==> src/rtl/spi_rf_pkg.sv <==
package spi_rf_pkg;
  typedef enum logic [1:0] {
    ACC_REG_RD = 2'b00,
    ACC_REG_WR = 2'b01,
    ACC_STATUS = 2'b10,
    ACC_SRAM   = 2'b11
  } acc_e;
endpackage

==> src/rtl/spi_rf_sync.sv <==
module spi_rf_sync #(
  parameter int N = 3,
  parameter int STAGES = 2,
  parameter logic [N-1:0] RST_VAL = '0
) (
  input  logic         clk,
  input  logic         rst,
  input  logic [N-1:0] async_in,
  output logic [N-1:0] sync_out
);
  logic [N-1:0] stage [STAGES];

  always_ff @(posedge clk) begin
    if (rst) begin
      for (int s = 0; s < STAGES; s++) stage[s] <= RST_VAL;
    end else begin
      stage[0] <= async_in;
      for (int s = 1; s < STAGES; s++) stage[s] <= stage[s-1];
    end
  end

  assign sync_out = stage[STAGES-1];
endmodule

==> src/rtl/spi_rf_frame.sv <==
module spi_rf_frame
  import spi_rf_pkg::*;
#(
  parameter int CMD_W  = 8,
  parameter int DATA_W = 16,
  parameter int STAT_W = 8
) (
  input  logic              clk,
  input  logic              rst,
  input  logic              sel_n,
  input  logic              sclk_rise,
  input  logic              mosi,
  input  logic [DATA_W-1:0] rd_data,
  input  logic [STAT_W-1:0] status,
  output logic              cmd_done,
  output logic [CMD_W-1:0]  cmd,
  output logic              wr_en,
  output logic [DATA_W-1:0] wr_data,
  output logic              miso
);
  localparam int FRAME_BITS = CMD_W + DATA_W;
  localparam int CNT_W = $clog2(FRAME_BITS + 1);

  logic [CNT_W-1:0]  bit_cnt;
  logic [DATA_W-1:0] rx_sr;
  logic [DATA_W-1:0] tx_sr;
  logic              load_q;
  acc_e              cls;

  assign cls = acc_e'(cmd[CMD_W-1 -: 2]);

  always_ff @(posedge clk) begin
    if (rst) begin
      bit_cnt  <= '0;
      rx_sr    <= '0;
      tx_sr    <= '0;
      load_q   <= 1'b0;
      cmd      <= '0;
      cmd_done <= 1'b0;
      wr_en    <= 1'b0;
      wr_data  <= '0;
      miso     <= 1'b0;
    end else begin
      cmd_done <= 1'b0;
      wr_en    <= 1'b0;
      load_q   <= cmd_done;
      if (sel_n) begin
        bit_cnt <= '0;
        tx_sr   <= '0;
      end else if (sclk_rise && bit_cnt < CNT_W'(FRAME_BITS)) begin
        bit_cnt <= bit_cnt + 1'b1;
        rx_sr   <= {rx_sr[DATA_W-2:0], mosi};
        if (bit_cnt == CNT_W'(CMD_W - 1)) begin
          cmd      <= {rx_sr[CMD_W-2:0], mosi};
          cmd_done <= 1'b1;
        end
        if (bit_cnt == CNT_W'(FRAME_BITS - 1) && cls == ACC_REG_WR) begin
          wr_en   <= 1'b1;
          wr_data <= {rx_sr[DATA_W-2:0], mosi};
        end
        if (bit_cnt >= CNT_W'(CMD_W)) tx_sr <= tx_sr << 1;
      end
      if (load_q && !sel_n) begin
        case (cls)
          ACC_REG_RD: tx_sr <= rd_data;
          ACC_STATUS: tx_sr <= {status, {(DATA_W-STAT_W){1'b0}}};
          default:    tx_sr <= '0;
        endcase
      end
      miso <= !sel_n && tx_sr[DATA_W-1];
    end
  end
endmodule

==> src/rtl/spi_rf_bank.sv <==
module spi_rf_bank #(
  parameter int DATA_W = 16,
  parameter int IDX_W  = 6,
  parameter int CTL_W  = 5
) (
  input  logic              clk,
  input  logic              rst,
  input  logic              wr_en,
  input  logic [IDX_W-1:0]  wr_idx,
  input  logic [DATA_W-1:0] wr_data,
  input  logic              rd_en,
  input  logic [IDX_W-1:0]  rd_idx,
  output logic [DATA_W-1:0] rd_data,
  output logic [CTL_W-1:0]  ctl
);
  localparam int DEPTH = 2 ** IDX_W;

  logic [DATA_W-1:0] mem [DEPTH];
  logic [DATA_W-1:0] mem_q;
  logic [DATA_W-1:0] reg0;
  logic              rd_zero_q;

  always_ff @(posedge clk) begin
    if (wr_en) mem[wr_idx] <= wr_data;
    if (rd_en) mem_q <= mem[rd_idx];
  end

  always_ff @(posedge clk) begin
    if (rst) begin
      reg0      <= '0;
      rd_zero_q <= 1'b0;
    end else begin
      if (wr_en && wr_idx == '0) reg0 <= wr_data;
      if (rd_en) rd_zero_q <= (rd_idx == '0);
    end
  end

  assign rd_data = rd_zero_q ? reg0 : mem_q;
  assign ctl     = reg0[CTL_W-1:0];
endmodule

==> src/rtl/spi_regfile_slave.sv <==
module spi_regfile_slave
  import spi_rf_pkg::*;
#(
  parameter int DATA_W      = 16,
  parameter int IDX_W       = 6,
  parameter int STAT_W      = 8,
  parameter int SYNC_STAGES = 2
) (
  input  logic              clk,
  input  logic              rst,
  input  logic              spi_sel_n,
  input  logic              spi_sclk,
  input  logic              spi_mosi,
  output logic              spi_miso,
  input  logic [STAT_W-1:0] status_in,
  output logic              ctl_start,
  output logic              ctl_mode,
  output logic [2:0]        ctl_rate,
  output logic [1:0]        clk_rate_sel,
  output logic              sram_req,
  output logic [IDX_W+1:0]  sram_cmd
);
  localparam int CMD_W = IDX_W + 2;
  localparam int CTL_W = 5;

  logic              sel_n_s, sclk_s, mosi_s, sclk_d, sclk_rise;
  logic              cmd_done, wr_en;
  logic [CMD_W-1:0]  cmd;
  logic [IDX_W-1:0]  wr_idx;
  logic [DATA_W-1:0] wr_data, rd_data;
  logic [CTL_W-1:0]  ctl;

  spi_rf_sync #(.N(3), .STAGES(SYNC_STAGES), .RST_VAL(3'b100)) u_sync (
    .clk(clk), .rst(rst),
    .async_in({spi_sel_n, spi_sclk, spi_mosi}),
    .sync_out({sel_n_s, sclk_s, mosi_s})
  );

  always_ff @(posedge clk) begin
    if (rst) sclk_d <= 1'b0;
    else     sclk_d <= sclk_s;
  end
  assign sclk_rise = sclk_s && !sclk_d;

  spi_rf_frame #(.CMD_W(CMD_W), .DATA_W(DATA_W), .STAT_W(STAT_W)) u_frame (
    .clk(clk), .rst(rst), .sel_n(sel_n_s), .sclk_rise(sclk_rise), .mosi(mosi_s),
    .rd_data(rd_data), .status(status_in), .cmd_done(cmd_done), .cmd(cmd),
    .wr_en(wr_en), .wr_data(wr_data), .miso(spi_miso)
  );

  assign wr_idx = cmd[IDX_W-1:0];

  spi_rf_bank #(.DATA_W(DATA_W), .IDX_W(IDX_W), .CTL_W(CTL_W)) u_bank (
    .clk(clk), .rst(rst), .wr_en(wr_en), .wr_idx(wr_idx), .wr_data(wr_data),
    .rd_en(cmd_done), .rd_idx(cmd[IDX_W-1:0]), .rd_data(rd_data), .ctl(ctl)
  );

  always_ff @(posedge clk) begin
    if (rst) begin
      sram_req <= 1'b0;
      sram_cmd <= '0;
    end else begin
      sram_req <= cmd_done && (acc_e'(cmd[CMD_W-1 -: 2]) == ACC_SRAM);
      if (cmd_done && acc_e'(cmd[CMD_W-1 -: 2]) == ACC_SRAM) sram_cmd <= cmd;
    end
  end

  assign ctl_start    = ctl[0];
  assign ctl_mode     = ctl[1];
  assign ctl_rate     = ctl[4:2];
  assign clk_rate_sel = ctl[4:3];
endmodule

==> config.mk <==
export PLATFORM = sky130hd
export DESIGN_NAME = spi_regfile_slave
export DESIGN_NICKNAME = d
export VERILOG_FILES = /design/src/rtl/spi_rf_pkg.sv /design/src/rtl/spi_rf_sync.sv /design/src/rtl/spi_rf_frame.sv /design/src/rtl/spi_rf_bank.sv /design/src/rtl/spi_regfile_slave.sv
export SDC_FILE = /design/constraint.sdc
export NUM_CORES = 1
export LEC_CHECK = 0
export ABC_AREA = 1
export BUFFER_PORTS_ARGS = -buffer_cell sky130_fd_sc_hd__buf_2
export CAP_MARGIN = 10
export CORE_UTILIZATION = 63
export CTS_CLUSTER_SIZE = 10
export DETAILED_ROUTE_END_ITERATION = 6
export PLACE_DENSITY = 0.76
export SLEW_MARGIN = 30
export SYNTH_ARGS = -nofsm -noshare
export SYNTH_HDL_FRONTEND = slang
export SYNTH_SLANG_ARGS = --single-unit
==> constraint.sdc <==
create_clock -name clk -period 3.2 [get_ports clk]
set_input_delay 0.16 -clock clk [delete_from_list [all_inputs] [get_ports clk]]
set_output_delay 0.16 -clock clk [all_outputs]
set_load 0.01 [all_outputs]
==> results by group, run 1 <==
Critical path
  • Crit. End Element: flip-flop
  • Worst EP arrival: 3.18 ns
  • Reg2reg start: u_frame.cmd[0]
  • Crit. Startpoint: u_frame.cmd[0]
  • WS Path Type: reg2reg
  • CP startpoint kind: flip-flop
  • Critical Path RT: 3.66 ns
  • CP max FO: 142

Clock network
  • Clk_lat worst skew: 0.74 ns
  • CTS tree: built
  • Clk root buf: clkbuf_16
  • Clock slew at reported path FFs: 0.05 ns
  • Post-CTS Resized: 0
  • CTS Buffer Depth: 3
  • H-tree depth: 4
  • Post-CTS setup buffer count: 0
  • TritonCTS buffer count: 132
  • CTS sink count: 1,137

Yosys
  • Dominant synthesized flop cell: edfxtp_1
  • Seq/Total Area, Yosys: 69.9%
  • Yosys cell types: 30
  • Most numerous cell in the Yosys netlist: nand2_1
  • EDFF count, synth: 1,040
  • Mapped Cells: 4,745
  • Syn_nets: 4,759
  • Top cell type's share of synthesized area: 65.8%
  • Post-synth top cells: 2,907 x nand2_1, 1,040 x edfxtp_1, 167 x nor2_1
  • Async set-or-reset flop fraction in the synthesized netlist: 0%
  • Top cells by area, synth: edfxtp_1 66%, nand2_1 23%, dfxtp_1 4.1%
  • Mapped Area: 47,400 um2
  • Synth Register Bits: 1,137
  • Synth warnings: 0
  • Avg Cell Area, Syn: 10.0 um2
  • Cell taking the most area after synthesis: edfxtp_1

Final layout
  • Util after Layout: 71.1%
  • Post-route design area: 52,900 um2
  • Nets: 4,852
  • Share of cells above drive strength 1: 7.77%
  • Area grow syn2layout: 11.5%
  • Antenna diode count: 0

Routing
  • DR DRC count: 0
  • Via count: 33.6k
  • DR iter-0 viols: 4,518
  • Routed Antenna Nets: 0
  • Vias per Instance: 5.75
  • Final WL: 127,000 um
  • WL/cell: 21.7 um
  • Drt pass-1 iters: 6

Global route
  • Global-route usage over all layers: 33.5%
  • Initial antenna violation count: 3
  • Vias in the first global route: 32.2k
  • Largest net degree at the start of global routing: 143
  • Total congestion overflow: 0
  • First-pass GRT wire length: 191,000 um

Timing
  • Fin worst setup slack: 0.480 ns
  • Max frequency: 0.368 GHz
  • RSZ-0062 raised after global routing: no
  • Post-layout min period: 2.72 ns
  • Tcrit/Tclk final: 85.0%
  • Worst Skew: 0.0314 ns
  • Final Hold Violating Endpoints: 0
  • # setup viols final: 0
  • Worst slew pin tran: 0.990 ns
  • Slew Limit Fails: 0
  • Fin Setup TNS: 0 ns
  • Max_slew headroom: 34.0%

Placement
  • RD Place Congestion: 0.931
  • Worst slack, placed: 0.556 ns
  • PortBufs: 29
  • Dpl hpwl: 73,000 um
  • Placed Area: 49,100 um2

Power and ir drop
  • Pwr dens: 555 nW/um2
  • P_leak: 19.7 nW
  • Peak supply drop: 505 uV

Floorplan
  • Cell row count: 100
  • Die boundary height: 276 um
  • Ports: 30
  • Initial Utilization: 63.7%
  • Die span in x: 276 um
  • Core area: 74,400 um2
  • Die Area: 76,400 um2

Hold path
  • Worst min-delay path startpoint: spi_sel_n
  • Hold WC Path Type: in2reg

Run
  • Max_cap viols: 0

Run status
  • Status: complete, no violations
[path summary, 6_finish.rpt]
path | cells past startpoint | end | slack (ns)
setup / recovery | 12 | u_bank.mem_q[1] | 0.48
hold / removal | 3 | u_sync.stage[0][2] | 0.18
setup reg to reg | 12 | u_bank.mem_q[1] | 0.48
hold reg to reg | 2 | u_sync.stage[0][4] | 0.40
[critical path, stage by stage (launching register included)]
cell	delay, ns
dfxtp_4	0.57
inv_16	0.27
buf_4	0.40
nand2_1	0.13
nand2_1	0.05
nand2_1	0.05
nand2_1	0.11
nand2_1	0.10
nand2_1	0.06
nand2_1	0.05
nand2_1	0.11
nor2_1	0.35
nand2_1	0.09
[area by class of cell]
class                   count  area [um2]
inverters                  74         307
clock inverters            15         233
clock buffers             156        3440
repair buffers            193        1690
fillers                  5140       21500
flip-flops and latches   1137       33200
multi-input cells        3300       12800
well taps                 969        1210
[flip-flops by register name (all words and copies together) (netlist names), 5 cells and up]
register and flops:
u_bank.mem 1024, u_bank.mem_q 16, u_bank.reg0 16, u_frame.tx_sr 16, u_frame.wr_data 16, u_frame.rx_sr 15
sram_cmd 8, u_frame.cmd 8, u_sync.stage 6, u_frame.bit_cnt 5
[cell families (layout without fill, tap and decap cells)]
| logic type | Yosys count | in the layout | synth area share (%) |
|---|---|---|---|
| AO/OA/AOI/OAI | 175 | 175 | 1.92 |
| buffers and inverters | 308 | 438 | 3.04 |
| adder cells (fa/ha/maj) | 1 | 1 | 0.0264 |
| flip-flops | 1137 | 1137 | 69.9 |
| AND/OR/NAND/NOR | 3124 | 3124 | 25.1 |
[report_power, final]
| group | switching (mW) | total [mW] | internal [mW] | leakage (nW) |
|---|---|---|---|---|
| registers | 0.00579 | 16.0 | 16.0 | 7.98 |
| clock network | 5.69 | 13.3 | 7.58 | 1.78 |
| logic | 0.0509 | 0.0851 | 0.0342 | 9.90 |
| total | 5.75 | 29.3 | 23.6 | 19.7 |
[metal layers]
metal  vias up  share of wire, %  global-route usage [%]
met5         -             0.018                       0
met4         4               4.7                    16.1
met3       344                11                    6.49
met2      1947                47                    52.3
met1     15800                38                    45.7
li1      15500                 -                       -
[layout by cell type (no fill, tap or decap), drive strengths merged, types with 14 or more instances in the layout]
| master | instances |
|---|---|
| nand2 | 2910 |
| edfxtp | 1040 |
| buf | 179 |
| nor2 | 171 |
| clkbuf | 156 |
| dfxtp | 97 |
| o21ai | 87 |
| inv | 78 |
| a21oi | 75 |
| nand3 | 21 |
| dlygate4sd3 | 14 |
[what timing repair did]
| item | CTS | global route |
|---|---|---|
| setup endpoints to repair | 0 | 0 |
| hold buffers | 14 | 0 |
| hold endpoints to repair | 28 | 0 |
[stage by stage]
stage	cells	power (mW)	hold slack, ns
2_1_floorplan	4745	16.3	0.264
4_1_cts	5844	29.4	0.136
3_5_place_dp	5659	16.4	0.344
5_1_grt	5844	30.0	0.198
3_3_place_gp	5659	16.4	0.344
6_report	5844	29.3	0.183
No activity file was read; power rests on OpenSTA's default activity.
==> run 2: changes to the inputs <==
--- a/config.mk
+++ b/config.mk
@@ -8,10 +8,10 @@
 export ABC_AREA = 1
 export BUFFER_PORTS_ARGS = -buffer_cell sky130_fd_sc_hd__buf_2
 export CAP_MARGIN = 10
-export CORE_UTILIZATION = 63
+export CORE_UTILIZATION = 57
 export CTS_CLUSTER_SIZE = 10
 export DETAILED_ROUTE_END_ITERATION = 6
-export PLACE_DENSITY = 0.76
+export PLACE_DENSITY = 0.73
 export SLEW_MARGIN = 30
 export SYNTH_ARGS = -nofsm -noshare
 export SYNTH_HDL_FRONTEND = slang
==> constraint.sdc (replaced) <==
create_clock -name clk -period 2.3 [get_ports clk]
set_input_delay 0.115 -clock clk [delete_from_list [all_inputs] [get_ports clk]]
set_output_delay 0.115 -clock clk [all_outputs]
set_load 0.01 [all_outputs]
==> run 2 against run 1 <==
Compared with the run above:
- clock power grew 39%
- clock skew shrank 0.0050 ns
- global-route usage shrank 3.9 points
- critical path depth grew 1
- non-clock buffer count grew 47
- critical endpoint unchanged
==> results by group, run 2 (synthesis gave the netlist of run 1 again) <==
Run status
  • Status: complete, no violations

Floorplan
  • Ports: 30 (unchanged)
  • Core area: 82,200 um2 (+10%)
  • Die span in x: 290 um (+5.1%)
  • Die boundary height: 290 um (+5.1%)
  • Initial Utilization: 57.7% (-6.0 points)
  • Die Area: 84,400 um2 (+10%)
  • Cell row count: 105 (+5.0%)

Timing
  • Slew Limit Fails: 0 (unchanged)
  • Fin worst setup slack: 0.0759 ns (-0.404 ns)
  • Worst Skew: 0.0263 ns (-0.00503 ns)
  • Max_slew headroom: 40.6% (+6.6 points)
  • Tcrit/Tclk final: 96.7% (+12 points)
  • Max frequency: 0.450 GHz (+22%)
  • Fin Setup TNS: 0 ns (unchanged)
  • Post-layout min period: 2.22 ns (-0.496 ns)
  • # setup viols final: 0 (unchanged)
  • Hold slack: 0.339 ns (+0.157 ns)
  • Worst slew pin tran: 0.886 ns (-0.104 ns)
  • Final Hold Violating Endpoints: 0 (unchanged)

Final layout
  • Area grow syn2layout: 14.6%
  • Nets: 4,902 (+1.0%)
  • Multi-input combinational cell area: 12,800 um2 (+0.22%)
  • Util after Layout: 66.1% (-5.0 points)
  • Flip-flop and latch area: 33,200 um2 (about the same)
  • Filler cells: 5,944 (+16%)
  • Commonest non-fill, non-tap cells in the layout: 2,906 x nand2_1, 1,040 x edfxtp_1, 158 x nor2_1, 140 x clkbuf_16, 106 x buf_4
  • Largest reg by FF count: u_bank.mem
  • Share of cells above drive strength 1: 8.87% (+1.1 points)
  • Max reg flops: 1,024 (unchanged)
  • Post-route design area: 54,300 um2 (+2.7%)
  • Final cell count without fillers: 5,997 (+2.6%)
  • Commonest non-fill, non-tap cell in the layout: nand2_1

Critical path
  • Crit. Startpoint: u_frame.cmd[0]
  • WS Path Type: reg2reg
  • CP peak stage delay: 0.46 ns (-0.11 ns)
  • Worst EP arrival: 2.68 ns (-0.50 ns)
  • Reg2reg start: u_frame.cmd[0]
  • Crit. End Element: flip-flop
  • Critical Path RT: 2.76 ns (-0.90 ns)
  • Cell Chain, Critical Path: clkinv_16, buf_16, buf_4, nand2_1, nand2_1, nand2_1, nand2_1, nand2_1, nand2_1, nand2_1, nand2_1, nor2_1, nand2_1
  • CP max FO: 25 (-82%)
  • Crit path top cell by count: nand2_1
  • CP startpoint kind: flip-flop
  • Critical Path Slowest Stage Cell: dfxtp_4

Placement
  • PortBufs: 29 (unchanged)
  • RD Place Congestion: 0.901 (-3.2%)
  • Placed Area: 50,400 um2 (+2.6%)
  • Worst slack, placed: 0.0427 ns (-0.513 ns)
  • Placed instance count: 5,803 (+2.5%)
  • Dpl hpwl: 71,900 um (-1.4%)

Routing
  • DR DRC count: 0 (unchanged)
  • Drt pass-1 iters: 6 (unchanged)
  • Routed Antenna Nets: 0 (unchanged)
  • Via count: 33.6k (-0.039%)
  • DR iter-0 viols: 4,277 (-5.3%)
  • WL/cell: 20.8 um (-4.2%)
  • Vias per Instance: 5.61 (-2.6%)
  • Final WL: 125,000 um (-1.6%)

Clock network
  • Clk root buf: clkbuf_16
  • Clock slew at reported path FFs: 0.05 ns (about the same)
  • H-tree depth: 4 (unchanged)
  • CTS Buffer Depth: 3 (unchanged)
  • CTS tree: built
  • TritonCTS buffer count: 133 (+0.76%)
  • Clk_lat worst skew: 0.73 ns (about the same)
  • CTS sink count: 1,137 (unchanged)

Power and ir drop
  • Pwr dens: 753 nW/um2 (+36%)
  • Peak supply drop: 768 uV (+52%)
  • P_leak: 20.2 nW (+2.4%)
  • Power Total: 40.9 mW (+39%)

Hold path
  • Worst min-delay path startpoint: status_in[6]
  • Hold WC Path Type: in2reg

Global route
  • Global-route usage over all layers: 29.5% (-3.9 points)
  • Largest net degree at the start of global routing: 100 (-30%)
  • Total congestion overflow: 0 (unchanged)
  • Vias in the first global route: 32.1k (-0.28%)
  • First-pass GRT wire length: 189,000 um (-1.2%)
  • Initial antenna violation count: 1 (-2)

Run
  • Max_cap viols: 0 (unchanged)
run 2: cell count changes in the layout (fill, tap and decap cells not counted), moves of 3 or more:
cell | previous run | this run
buf_4 | 127 | 106
inv_6 | 4 | 1
nor2_1 | 166 | 158
clkbuf_16 | 134 | 140
buf_12 | 22 | 86
inv_16 | 5 | 2
nor2_2 | 5 | 12
run 2: layer usage:
layer,global-route usage [%],up-vias,wire length [um]
met4,11.9,2,4540
met5,0,-,13
met2,46.6,1713,58200
li1,-,15600,-
met1,41.2,16000,49700
met3,5.01,251,12200
run 2: layout make-up:
class                      instances  share of cell area [%]
multi-input combinational       3300                    23.6
inverter                          74                   0.583
timing repair buffer             240                    5.34
antenna                            1                 0.00460
sequential                      1137                    61.1
clock inverter                    11                   0.239
clock buffer                     162                    6.60
timing repair inverter             2                  0.0414
tap                             1070                    2.46
run 2: final timing paths:
| path | end | slack (ns) | cells after the start |
|---|---|---|---|
| worst min-delay path | u_frame.tx_sr[14] | 0.34 | 6 |
| worst max-delay path | u_bank.mem_q[1] | 0.08 | 13 |
| worst min register to register | u_sync.stage[0][3] | 0.40 | 2 |
| worst max register to register | u_bank.mem_q[1] | 0.08 | 13 |
run 2: timing repair:
action | CTS | global route
hold buffers | 15 | 0
setup buffers | 0 | 2
hold endpoints to repair | 29 | 0
gates resized for setup | 0 | 9
setup endpoints to repair | 0 | 8
run 2: worst max-delay path: cells and delay by family, from the launching register on:
kind | cells | cell delay, ns
flip-flops | 1 | 0.46
AND/OR/NAND/NOR | 10 | 0.90
buffers and inverters | 3 | 0.59
run 2: power by group:
group          total, mW  internal [mW]  switching (mW)
clock               18.5           10.9            7.68
sequential          22.2           22.2         0.00822
combinational      0.124         0.0514          0.0722
